$ cat src/rtl/cgr_pkg.sv
package cgr_pkg;
  localparam int MAX_CH  = 32;
  localparam int MAX_CHW = 5;
  localparam int ENTW    = 8;

  typedef struct packed {
    logic [MAX_CHW-1:0] chan;
    logic               startClk;
    logic               stopClk;
    logic               holdRst;
    logic               freeRst;
  } cgr_strobe_t;

  // Default map: channel i -> reset line i, except every fourth channel has none.
  function automatic logic [MAX_CH*ENTW-1:0] defaultMap();
    logic [MAX_CH*ENTW-1:0] m;
    for (int i = 0; i < MAX_CH; i++) begin
      m[i*ENTW +: ENTW] = ((i % 4) == 3) ? 8'hFF : 8'(i);
    end
    return m;
  endfunction

  // Mask of reset lines referenced by at least one channel.
  function automatic logic [MAX_CH-1:0] usedResets(input logic [MAX_CH*ENTW-1:0] m,
                                                   input int nCh, input int nRst);
    logic [MAX_CH-1:0] u;
    u = '0;
    for (int i = 0; i < nCh; i++) begin
      if (int'(m[i*ENTW +: ENTW]) < nRst) u[m[i*ENTW +: 5]] = 1'b1;
    end
    return u;
  endfunction
endpackage

$ cat src/rtl/cgr_datapath.sv
module cgr_datapath
  import cgr_pkg::*;
#(
  parameter int NUM_CH  = 32,
  parameter int NUM_RST = 32,
  parameter int INV_CH  = 14,
  parameter logic [MAX_CH*ENTW-1:0] RST_MAP = cgr_pkg::defaultMap()
) (
  input  logic               clk,
  input  logic               rst,
  input  cgr_strobe_t        stb,
  output logic [NUM_CH-1:0]  gateStop,
  output logic [NUM_RST-1:0] periphRst,
  output logic [NUM_CH-1:0]  chanOn,
  output logic [NUM_CH-1:0]  chanHasRst
);
  localparam int RW = (NUM_RST > 1) ? $clog2(NUM_RST) : 1;
  localparam logic [MAX_CH-1:0] USED = cgr_pkg::usedResets(RST_MAP, NUM_CH, NUM_RST);

  logic [ENTW-1:0] selEnt;
  logic [RW-1:0]   selIdx;

  always_comb begin
    selEnt = RST_MAP[stb.chan*ENTW +: ENTW];
    selIdx = selEnt[RW-1:0];
  end

  // Per-channel gate bits and status
  for (genvar i = 0; i < NUM_CH; i++) begin : g_ch
    localparam logic [ENTW-1:0] ENT = RST_MAP[i*ENTW +: ENTW];
    localparam bit   HAS     = int'(ENT) < NUM_RST;
    localparam logic RUNVAL  = (i == INV_CH) ? 1'b1 : 1'b0;
    localparam logic STOPVAL = ~RUNVAL;

    always_ff @(posedge clk) begin
      if (rst) begin
        gateStop[i] <= STOPVAL;
      end else if (stb.chan == MAX_CHW'(i)) begin
        if (stb.startClk)     gateStop[i] <= RUNVAL;
        else if (stb.stopClk) gateStop[i] <= STOPVAL;
      end
    end

    if (HAS) begin : g_rst
      localparam logic [RW-1:0] IDX = ENT[RW-1:0];
      assign chanHasRst[i] = 1'b1;
      assign chanOn[i]     = (gateStop[i] == RUNVAL) && !periphRst[IDX];
    end else begin : g_norst
      assign chanHasRst[i] = 1'b0;
      assign chanOn[i]     = (gateStop[i] == RUNVAL);
    end
  end

  // Reset lines
  for (genvar j = 0; j < NUM_RST; j++) begin : g_rl
    always_ff @(posedge clk) begin
      if (rst) begin
        periphRst[j] <= USED[j];
      end else if (selIdx == RW'(j) && int'(selEnt) < NUM_RST) begin
        if (stb.holdRst)      periphRst[j] <= 1'b1;
        else if (stb.freeRst) periphRst[j] <= 1'b0;
      end
    end
  end

  AST_CLK_UNDER_RST: assert property (@(posedge clk) disable iff (rst)
    (stb.startClk && chanHasRst[stb.chan]) |-> periphRst[selIdx])
    else $error("clock started without reset held");

  AST_FREE_WHILE_RUNNING: assert property (@(posedge clk) disable iff (rst)
    stb.freeRst |-> (gateStop[stb.chan] == (stb.chan == MAX_CHW'(INV_CH))))
    else $error("reset released before clock running");

  AST_ONE_STROBE: assert property (@(posedge clk) disable iff (rst)
    $onehot0({stb.startClk, stb.stopClk, stb.holdRst, stb.freeRst}))
    else $error("conflicting strobes");
endmodule

$ cat src/rtl/cgr_ctrl.sv
module cgr_ctrl
  import cgr_pkg::*;
#(
  parameter int NUM_CH   = 32,
  parameter int PRE_CYC  = 2400,
  parameter int POST_CYC = 240000
) (
  input  logic               clk,
  input  logic               rst,
  input  logic               reqValid,
  input  logic               reqEnable,
  input  logic [MAX_CHW-1:0] reqChan,
  input  logic [NUM_CH-1:0]  chanOn,
  input  logic [NUM_CH-1:0]  chanHasRst,
  output cgr_strobe_t        stb,
  output logic               reqBusy,
  output logic               reqDone
);
  localparam int MAXW = (PRE_CYC > POST_CYC) ? PRE_CYC : POST_CYC;
  localparam int CNTW = $clog2(MAXW + 1);

  typedef enum logic [1:0] {ST_IDLE, ST_PRE, ST_POST} state_t;

  state_t             state;
  logic [CNTW-1:0]    cnt;
  logic [MAX_CHW-1:0] curChan;
  logic               accept, seqStart, cntZero;

  assign accept   = (state == ST_IDLE) && reqValid;
  assign seqStart = accept && reqEnable && !chanOn[reqChan] && chanHasRst[reqChan];
  assign cntZero  = (cnt == '0);
  assign reqBusy  = (state != ST_IDLE);

  always_comb begin
    stb      = '0;
    stb.chan = (state == ST_IDLE) ? reqChan : curChan;
    if (accept) begin
      if (!reqEnable)             stb.stopClk  = 1'b1;
      else if (chanOn[reqChan])   stb.stopClk  = 1'b0;
      else if (chanHasRst[reqChan]) stb.holdRst = 1'b1;
      else                        stb.startClk = 1'b1;
    end else if (state == ST_PRE && cntZero) begin
      stb.startClk = 1'b1;
    end else if (state == ST_POST && cntZero) begin
      stb.freeRst = 1'b1;
    end
  end

  always_ff @(posedge clk) begin
    if (rst) begin
      state   <= ST_IDLE;
      cnt     <= '0;
      curChan <= '0;
      reqDone <= 1'b0;
    end else begin
      reqDone <= 1'b0;
      case (state)
        ST_IDLE: begin
          if (seqStart) begin
            state   <= ST_PRE;
            cnt     <= CNTW'(PRE_CYC - 1);
            curChan <= reqChan;
          end else if (accept) begin
            reqDone <= 1'b1;
          end
        end
        ST_PRE: begin
          if (cntZero) begin
            state <= ST_POST;
            cnt   <= CNTW'(POST_CYC - 1);
          end else begin
            cnt <= cnt - 1'b1;
          end
        end
        ST_POST: begin
          if (cntZero) begin
            state   <= ST_IDLE;
            reqDone <= 1'b1;
          end else begin
            cnt <= cnt - 1'b1;
          end
        end
        default: state <= ST_IDLE;
      endcase
    end
  end

  AST_BUSY_NO_DONE: assert property (@(posedge clk) disable iff (rst)
    reqBusy |-> !reqDone)
    else $error("done while busy");

  AST_SEQ_STATUS_OFF: assert property (@(posedge clk) disable iff (rst)
    reqBusy |-> !chanOn[curChan])
    else $error("channel reported on during its sequence");
endmodule

$ cat src/rtl/clk_gate_rst_seq.sv
module clk_gate_rst_seq
  import cgr_pkg::*;
#(
  parameter int NUM_CH   = 32,
  parameter int NUM_RST  = 32,
  parameter int INV_CH   = 14,
  parameter int PRE_CYC  = 2400,
  parameter int POST_CYC = 240000,
  parameter logic [MAX_CH*ENTW-1:0] RST_MAP = cgr_pkg::defaultMap()
) (
  input  logic               clk,
  input  logic               rst,
  input  logic               reqValid,
  input  logic               reqEnable,
  input  logic [4:0]         reqChan,
  output logic               reqBusy,
  output logic               reqDone,
  output logic [NUM_CH-1:0]  chanOn,
  output logic [NUM_CH-1:0]  gateStop,
  output logic [NUM_RST-1:0] periphRst
);
  cgr_strobe_t       stb;
  logic [NUM_CH-1:0] chanHasRst;

  cgr_ctrl #(.NUM_CH(NUM_CH), .PRE_CYC(PRE_CYC), .POST_CYC(POST_CYC)) u_ctrl (
    .clk(clk), .rst(rst), .reqValid(reqValid), .reqEnable(reqEnable),
    .reqChan(reqChan), .chanOn(chanOn), .chanHasRst(chanHasRst),
    .stb(stb), .reqBusy(reqBusy), .reqDone(reqDone)
  );

  cgr_datapath #(.NUM_CH(NUM_CH), .NUM_RST(NUM_RST), .INV_CH(INV_CH),
                 .RST_MAP(RST_MAP)) u_dp (
    .clk(clk), .rst(rst), .stb(stb), .gateStop(gateStop),
    .periphRst(periphRst), .chanOn(chanOn), .chanHasRst(chanHasRst)
  );
endmodule

$ cat config.mk
export PLATFORM = sky130hd
export DESIGN_NAME = clk_gate_rst_seq
export DESIGN_NICKNAME = d
export VERILOG_FILES = /design/src/rtl/cgr_pkg.sv /design/src/rtl/cgr_datapath.sv /design/src/rtl/cgr_ctrl.sv /design/src/rtl/clk_gate_rst_seq.sv
export SDC_FILE = /design/constraint.sdc
export NUM_CORES = 1
export LEC_CHECK = 0
export BUFFER_PORTS_ARGS = -buffer_cell sky130_fd_sc_hd__buf_2
export CAP_MARGIN = 20
export CORE_ASPECT_RATIO = 2
export CORE_MARGIN = 4
export CORE_UTILIZATION = 50
export DETAILED_ROUTE_END_ITERATION = 7
export GPL_TIMING_DRIVEN = 1
export MAX_ROUTING_LAYER = met4
export PLACE_DENSITY = 0.75
export SYNTH_ARGS = -nofsm -noshare
export SYNTH_HDL_FRONTEND = slang
export SYNTH_SLANG_ARGS = --single-unit
$ cat constraint.sdc
create_clock -name clk -period 3.7 [get_ports clk]
set_input_delay 0.185 -clock clk [delete_from_list [all_inputs] [get_ports clk]]
set_output_delay 0.185 -clock clk [all_outputs]
set_load 0.01 [all_outputs]
==> impl_metrics.toml, run 1 <==
[status]
status = "finished, final reports clean"

[cts]
post-cts-setup-buffers = 0
cts_tree = "yes"
cts_hold_buf = 0
ctsResizeCount = 0
cts.clk_slew.worst_paths_ns = 0.06
cts_made_buffers = 9
insertion_delay_ns = 0.34
cts_root_buf = "clkbuf_16"
cts.sink_count = 90
clockBufferDepth = 2
htree_num_levels = 3

[sta]
fin_skew_ns = 0.00584
setup_viol = 0
hold_viol = 0
fin_hold_ws_ns = 0.139
worst_pin_slew_ns = 0.896
finalMaxSlewViolations = 0
tns_ns = 0
max_clock_freq_mhz = 309
rsz0062_at_grt = "no"
min_period_over_period = 0.874
setup_slack_ns = 0.467
relSlewSlack = 0.400
fin_crit_ns = 3.23

[layout]
utilization = 0.614
design_area_mm2 = 0.00580
nNetsFinal = 711
final_cells = 831
drive_above_1_share = 0.228
fillCellCount = 892
syn_to_final_growth_pct = 19.1
diodes = 0

[power_and_ir_drop]
power_mw = 2.45
p_sw_frac = 0.281
p_int_mw = 1.76
p_sw_mw = 0.688
p_seq_frac = 0.418
irDropWorstVdd_uv = 229
p_leak_nw = 2.37
power.density_mw_per_mm2 = 422
power_frac_clock = 0.408
combPwrFrac = 0.173

[yosys]
synth_area_leaders = "dfxtp_1 37%, a21oi_1 5.4%, nor2_1 5.3%, o21ai_0 5.1%, a221o_1 4.9%"
syn-num-nets = 628
synth_top_area_frac = 0.370
ys_warn_count = 0
synth_edf_count = 0
synth_most_common_cell = "dfxtp_1"
syn_area_mm2 = 0.00487
yosys-top-cells-count = "90 x dfxtp_1, 69 x nor2_1, 53 x a21oi_1"
synth-seq-cells = 90
yosys.area_share.adder = 0.0128
synth_top_family_by_area = "compound AO/OA/AOI/OAI gates"
synth_compound_area_frac = 0.325
synth_mux_area_frac = 0.0367
async_reset_ff_frac = 0
synthXorXnorAreaFrac = 0.00180
syn_inst = 614
synthSimpleGateAreaFrac = 0.172
synth_cell_types = 67
ys.flop_type = "dfxtp_1"
avgSynthCellArea_um2 = 7.94
seq_area_frac_synth = 0.370
synth_top_area_cell = "dfxtp_1"

[job]
max-cap-violations = 0

[floorplan]
dieArea_mm2 = 0.0115
io_pins = 107
die_h_um = 148
die_w_um = 77.8
coreArea_mm2 = 0.00945
start_util = 0.516
row_count = 50

[drt]
ant_nets = 0
vias = 5109
drt_iter0_markers = 540
wl_per_cell_um = 19.2
drc = 0
wl_um = 15900
drt_pass1_iterations = 6
viasPerCell = 6.15

[setup_path]
path_class = "register to register"
crit_family = "simple AND/OR/NAND/NOR gates"
cp_data_arrival_time_ns = 3.45
start_kind = "register"
cp-end-kind = "register"
crit_chain = "inv_1 > ha_1 > or3b_2 > or4_4 > nor3_4 > nand2_2 > nor3b_4 > buf_4 > o21ai_0 > a221o_1"
cp_slowest_cell = "or4_4"
path_buf_inv = 2
slowest_delay_ns = 0.60
worstReg2RegStart = "u_ctrl.cnt[0]"
cp_data_required_time_ns = 3.92
cp-startpoint = "u_ctrl.cnt[0]"
cp_max_fo = 24

[placed_design]
placed_area_mm2 = 0.00548
place_hpwl_um = 11600
place_congestion = 0.995
numPlacedInstances = 816
dpl_worst_slack_ns = 0.518
portBuffers = 106

[grt]
grt_pass1_vias = 4890
grt_usage = 0.284
grt_pass1_wl_um = 25200
antenna_found_initial = 0
grt_overflow = 0
grt_max_degree = 49

[worst_hold_path]
hold_class = "input port to register"
hold_start = "reqValid"
-- layout make-up --
class                           instances  area (µm²)  share of cell area
Multi-Input combinational cell        427        2680               0.462
Sequential cell                        90        1800               0.310
Timing Repair Buffer                  120         648               0.112
Clock buffer                           11         253              0.0436
Inverter                               49         184              0.0317
Tap cell                              130         163              0.0280
Clock inverter                          4        75.1              0.0129
-- sequential cells by signal, summed over array words and instances, names as in the netlist --
signal / cells
u_ctrl.cnt: 18
u_ctrl.curChan: 5
u_ctrl.reqDone: 1
u_ctrl.state: 2
u_dp.gateStop: 32
u_dp.periphRst: 32
-- cell usage in the layout, fill, tap and decap left out, drive strengths merged, types with 4 or more instances in the layout --
cell type and instances:
inv 48, a21oi 53, nand3 10, a221o 24, a32o 4, ha 5, or3 5, a211oi 11
a311oi 4, nor3 16, nor2 69, dfxtp 90, a31oi 7, or2 5, or4 5, a21boi 24
mux2i 10, o32ai 5, nand2 29, buf 120, clkbuf 11, nor2b 11, nor4 7, o21ai 70
-- power groups by stage --
stage,Combinational [mW],Sequential [mW],Clock (mW)
final,0.425,1.03,1.00
after global routing,0.459,1.03,1.06
after CTS,0.420,1.02,1.01
after detailed placement,0.418,1.05,0
after global placement,0.407,1.04,0
after floorplan,0.311,1.04,0
-- tightest hold or removal path, cell delays in order --
cell	delay [ns]
buf_2	0.11
nand3_1	0.07
a21oi_1	0.06
-- kinds of logic (layout without fill, tap and decap cells) --
family          after synthesis  in the layout
simple gates                170            170
xor+xnor                      1              1
compound gates              237            237
buf+inv                      97            184
fa+ha+maj                     5              5
mux                          14             14
flops                        90             90
-- final timing paths --
kind,end,slack [ns],cells after the start
hold / removal,u_ctrl.reqDone,0.14,3
hold reg to reg,u_dp.periphRst[19],0.46,1
setup / recovery,u_dp.periphRst[8],0.47,10
setup reg to reg,u_dp.periphRst[8],0.47,10
-- layer usage --
metal  GRT usage  vias up  part of all wire
li1            -     2405                 -
met1       0.279     2422              0.35
met3      0.0366       69             0.047
met2       0.507      213              0.54
met4       0.192        0             0.063
met5           -        -                 0
No activity file was read; power rests on OpenSTA's default activity.
==> inputs of run 2 (changes only) <==
Settings changed: CELL_PAD_IN_SITES_DETAIL_PLACEMENT set to 0, CELL_PAD_IN_SITES_GLOBAL_PLACEMENT set to 1, CORE_UTILIZATION 50 to 42, PLACE_DENSITY 0.75 to 0.82, SYNTH_HIERARCHICAL set to 1.
==> run 2 against run 1 <==
Against the previous run: fmax grew 5.9%; total power grew 24%; global-route usage shrank 4.4 points; flip-flop and latch count is the same; utilization shrank 12 points; final area grew 6.5%; critical path type unchanged; largest cell class unchanged; sequential share of layout area shrank 1.9 points; critical path depth shrank 1; largest power group is now combinational cells.
==> impl_metrics.toml, run 2 <==
[floorplan]
die_h_um = 169
start_util = 0.432
coreArea_mm2 = 0.0126
row_count = 58
dieArea_mm2 = 0.0150
die_w_um = 88.6
io_pins = 107

[layout]
drive_above_1_share = 0.255
syn_to_final_growth_pct = 13.4
final_cell_mix = "106 x buf_2, 90 x dfxtp_1, 62 x nand2_1"
fillCellCount = 1258
diodes = 0
top_regs = "u_dp/gateStop x32, u_dp/periphRst x32, u_ctrl/cnt x18"
layout_commonest_cell = "buf_2"
nNetsFinal = 711
utilization = 0.489

[power_and_ir_drop]
power.density_mw_per_mm2 = 493
p_leak_nw = 2.42
irDropWorstVdd_uv = 426

[cts]
cts_hold_buf = 0
cts_made_buffers = 9
post-cts-setup-buffers = 0
cts.clk_slew.worst_paths_ns = 0.07
cts.sink_count = 90
cts_tree = "yes"
clockBufferDepth = 2
htree_num_levels = 3
ctsResizeCount = 0
cts_root_buf = "clkbuf_16"
insertion_delay_ns = 0.35

[setup_path]
path_class = "register to register"
cp_max_fo = 12
cp_data_required_time_ns = 3.93
reg2reg_slack_ns = 0.65
cp_data_arrival_time_ns = 3.29
cp-end-kind = "register"
start_kind = "register"

[yosys]
synth_top_family_by_area = "compound AO/OA/AOI/OAI gates"
synth_most_common_cell = "dfxtp_1"
yosys.area_share.adder = 0.0138
synth_compound_area_frac = 0.234
syn_inst = 613
yosys-top-cells-count = "90 x dfxtp_1, 62 x nand2_1, 58 x nor2_1"
synth_area_leaders = "dfxtp_1 33%, mux2i_1 6.2%, buf_4 5.0%, a221o_1 4.6%, a211oi_1 4.3%"
synth_top_area_frac = 0.330
synth-seq-cells = 90
synth_mux_area_frac = 0.104
synthSimpleGateAreaFrac = 0.201
async_reset_ff_frac = 0
synth_edf_count = 0
ys_warn_count = 6
synthXorXnorAreaFrac = 0
syn_area_mm2 = 0.00545
ys.flop_type = "dfxtp_1"
synth_top_area_cell = "dfxtp_1"
seq_area_frac_synth = 0.330
synth_cell_types = 71
avgSynthCellArea_um2 = 8.90

[drt]
ant_nets = 0
wl_per_cell_um = 20.6
drc = 0
wl_um = 17500
drt_iter0_markers = 256
viasPerCell = 6.03
vias = 5128
drt_pass1_iterations = 5

[sta]
fin_skew_ns = 0.00712
tns_ns = 0
setup_viol = 0
finalMaxSlewViolations = 0
worst_pin_slew_ns = 1.03
rsz0062_at_grt = "no"
fin_crit_ns = 3.05
relSlewSlack = 0.311
max_clock_freq_mhz = 327
hold_viol = 0
min_period_over_period = 0.825

[placed_design]
place_hpwl_um = 13000
portBuffers = 106
place_congestion = 0.967

[grt]
grt_overflow = 0
grt_max_degree = 88
antenna_found_initial = 0
grt_pass1_wl_um = 27000
grt_pass1_vias = 4984
grt_usage = 0.240

[worst_hold_path]
hold_class = "input port to register"

[job]
max-cap-violations = 0

[status]
status = "finished, final reports clean"
==> run 2: cell count changes after synthesis, moves of 11 or more <==
cell	change
o21ai_0	-40
buf_4	+34
nand2_1	+34
a21oi_1	-32
a21boi_0	-24
inv_1	-24
mux2i_1	+24
a211oi_1	+20
a31oi_1	+19
o21ai_1	-19
nor2_1	-11
==> run 2: final cells by class <==
class / instances / area [µm²] / share of cell area
multi-input combinational: 447 / 3140 / 0.509
sequential: 90 / 1800 / 0.291
timing repair buffer: 122 / 651 / 0.105
clock buffer: 10 / 239 / 0.0387
tap: 150 / 188 / 0.0304
inverter: 26 / 103 / 0.0166
clock inverter: 6 / 56.3 / 0.00911
==> run 2: worst paths after layout <==
kind / startpoint / endpoint / cells past startpoint
worst max register to register: u_ctrl/cnt[10] / u_dp/periphRst[8] / 9
worst min register to register: u_ctrl/curChan[2] / u_ctrl/curChan[2] / 2
worst min-delay path: reqChan[3] / u_ctrl/curChan[3] / 3
worst max-delay path: u_ctrl/cnt[10] / u_dp/periphRst[8] / 9
==> run 2: worst max-delay path, cell delays in order (launching register included) <==
cell	delay (ns)
dfxtp_1	0.35
or3_1	0.48
or3_1	0.54
nor3_4	0.34
nand2_1	0.12
nor3_1	0.28
nor2b_1	0.21
buf_4	0.22
nand2_1	0.09
a221o_1	0.32
==> run 2: cell families after synthesis <==
| group | Yosys count |
|---|---|
| AND/OR/NAND/NOR | 200 |
| flip-flops | 90 |
| adder cells (fa/ha/maj) | 6 |
| AO/OA/AOI/OAI | 159 |
| other | 2 |
| multiplexers | 50 |
| buffers and inverters | 106 |
==> run 2: stage by stage <==
| step | power, mW | worst slack (ns) | instance area (µm²) | std cells | hold WS (ns) |
|---|---|---|---|---|---|
| 2_1_floorplan | 1.89 | 0.752 | 5570 | 643 | 0.379 |
| 3_3_place_gp | 2.09 | 0.419 | 5890 | 835 | 0.440 |
| 3_5_place_dp | 2.12 | 0.429 | 5890 | 835 | 0.447 |
| 4_1_cts | 3.04 | 0.695 | 6180 | 851 | 0.167 |
| 5_1_grt | 3.18 | 0.508 | 6180 | 851 | 0.187 |
| 6_report | 3.05 | 0.646 | 6180 | 851 | 0.182 |
==> run 2: per-layer routing <==
metal	part of all wire	routed length, µm	vias up	global-route usage
met3	0.042	742	58	0.0253
met5	0	0	-	-
met4	0.061	1060	0	0.142
li1	-	-	2375	-
met1	0.36	6270	2468	0.248
met2	0.54	9440	227	0.424
==> run 2: power by group <==
group	switching (mW)	internal [mW]
sequential	0.0342	1.00
clock	0.437	0.490
combinational	0.729	0.355
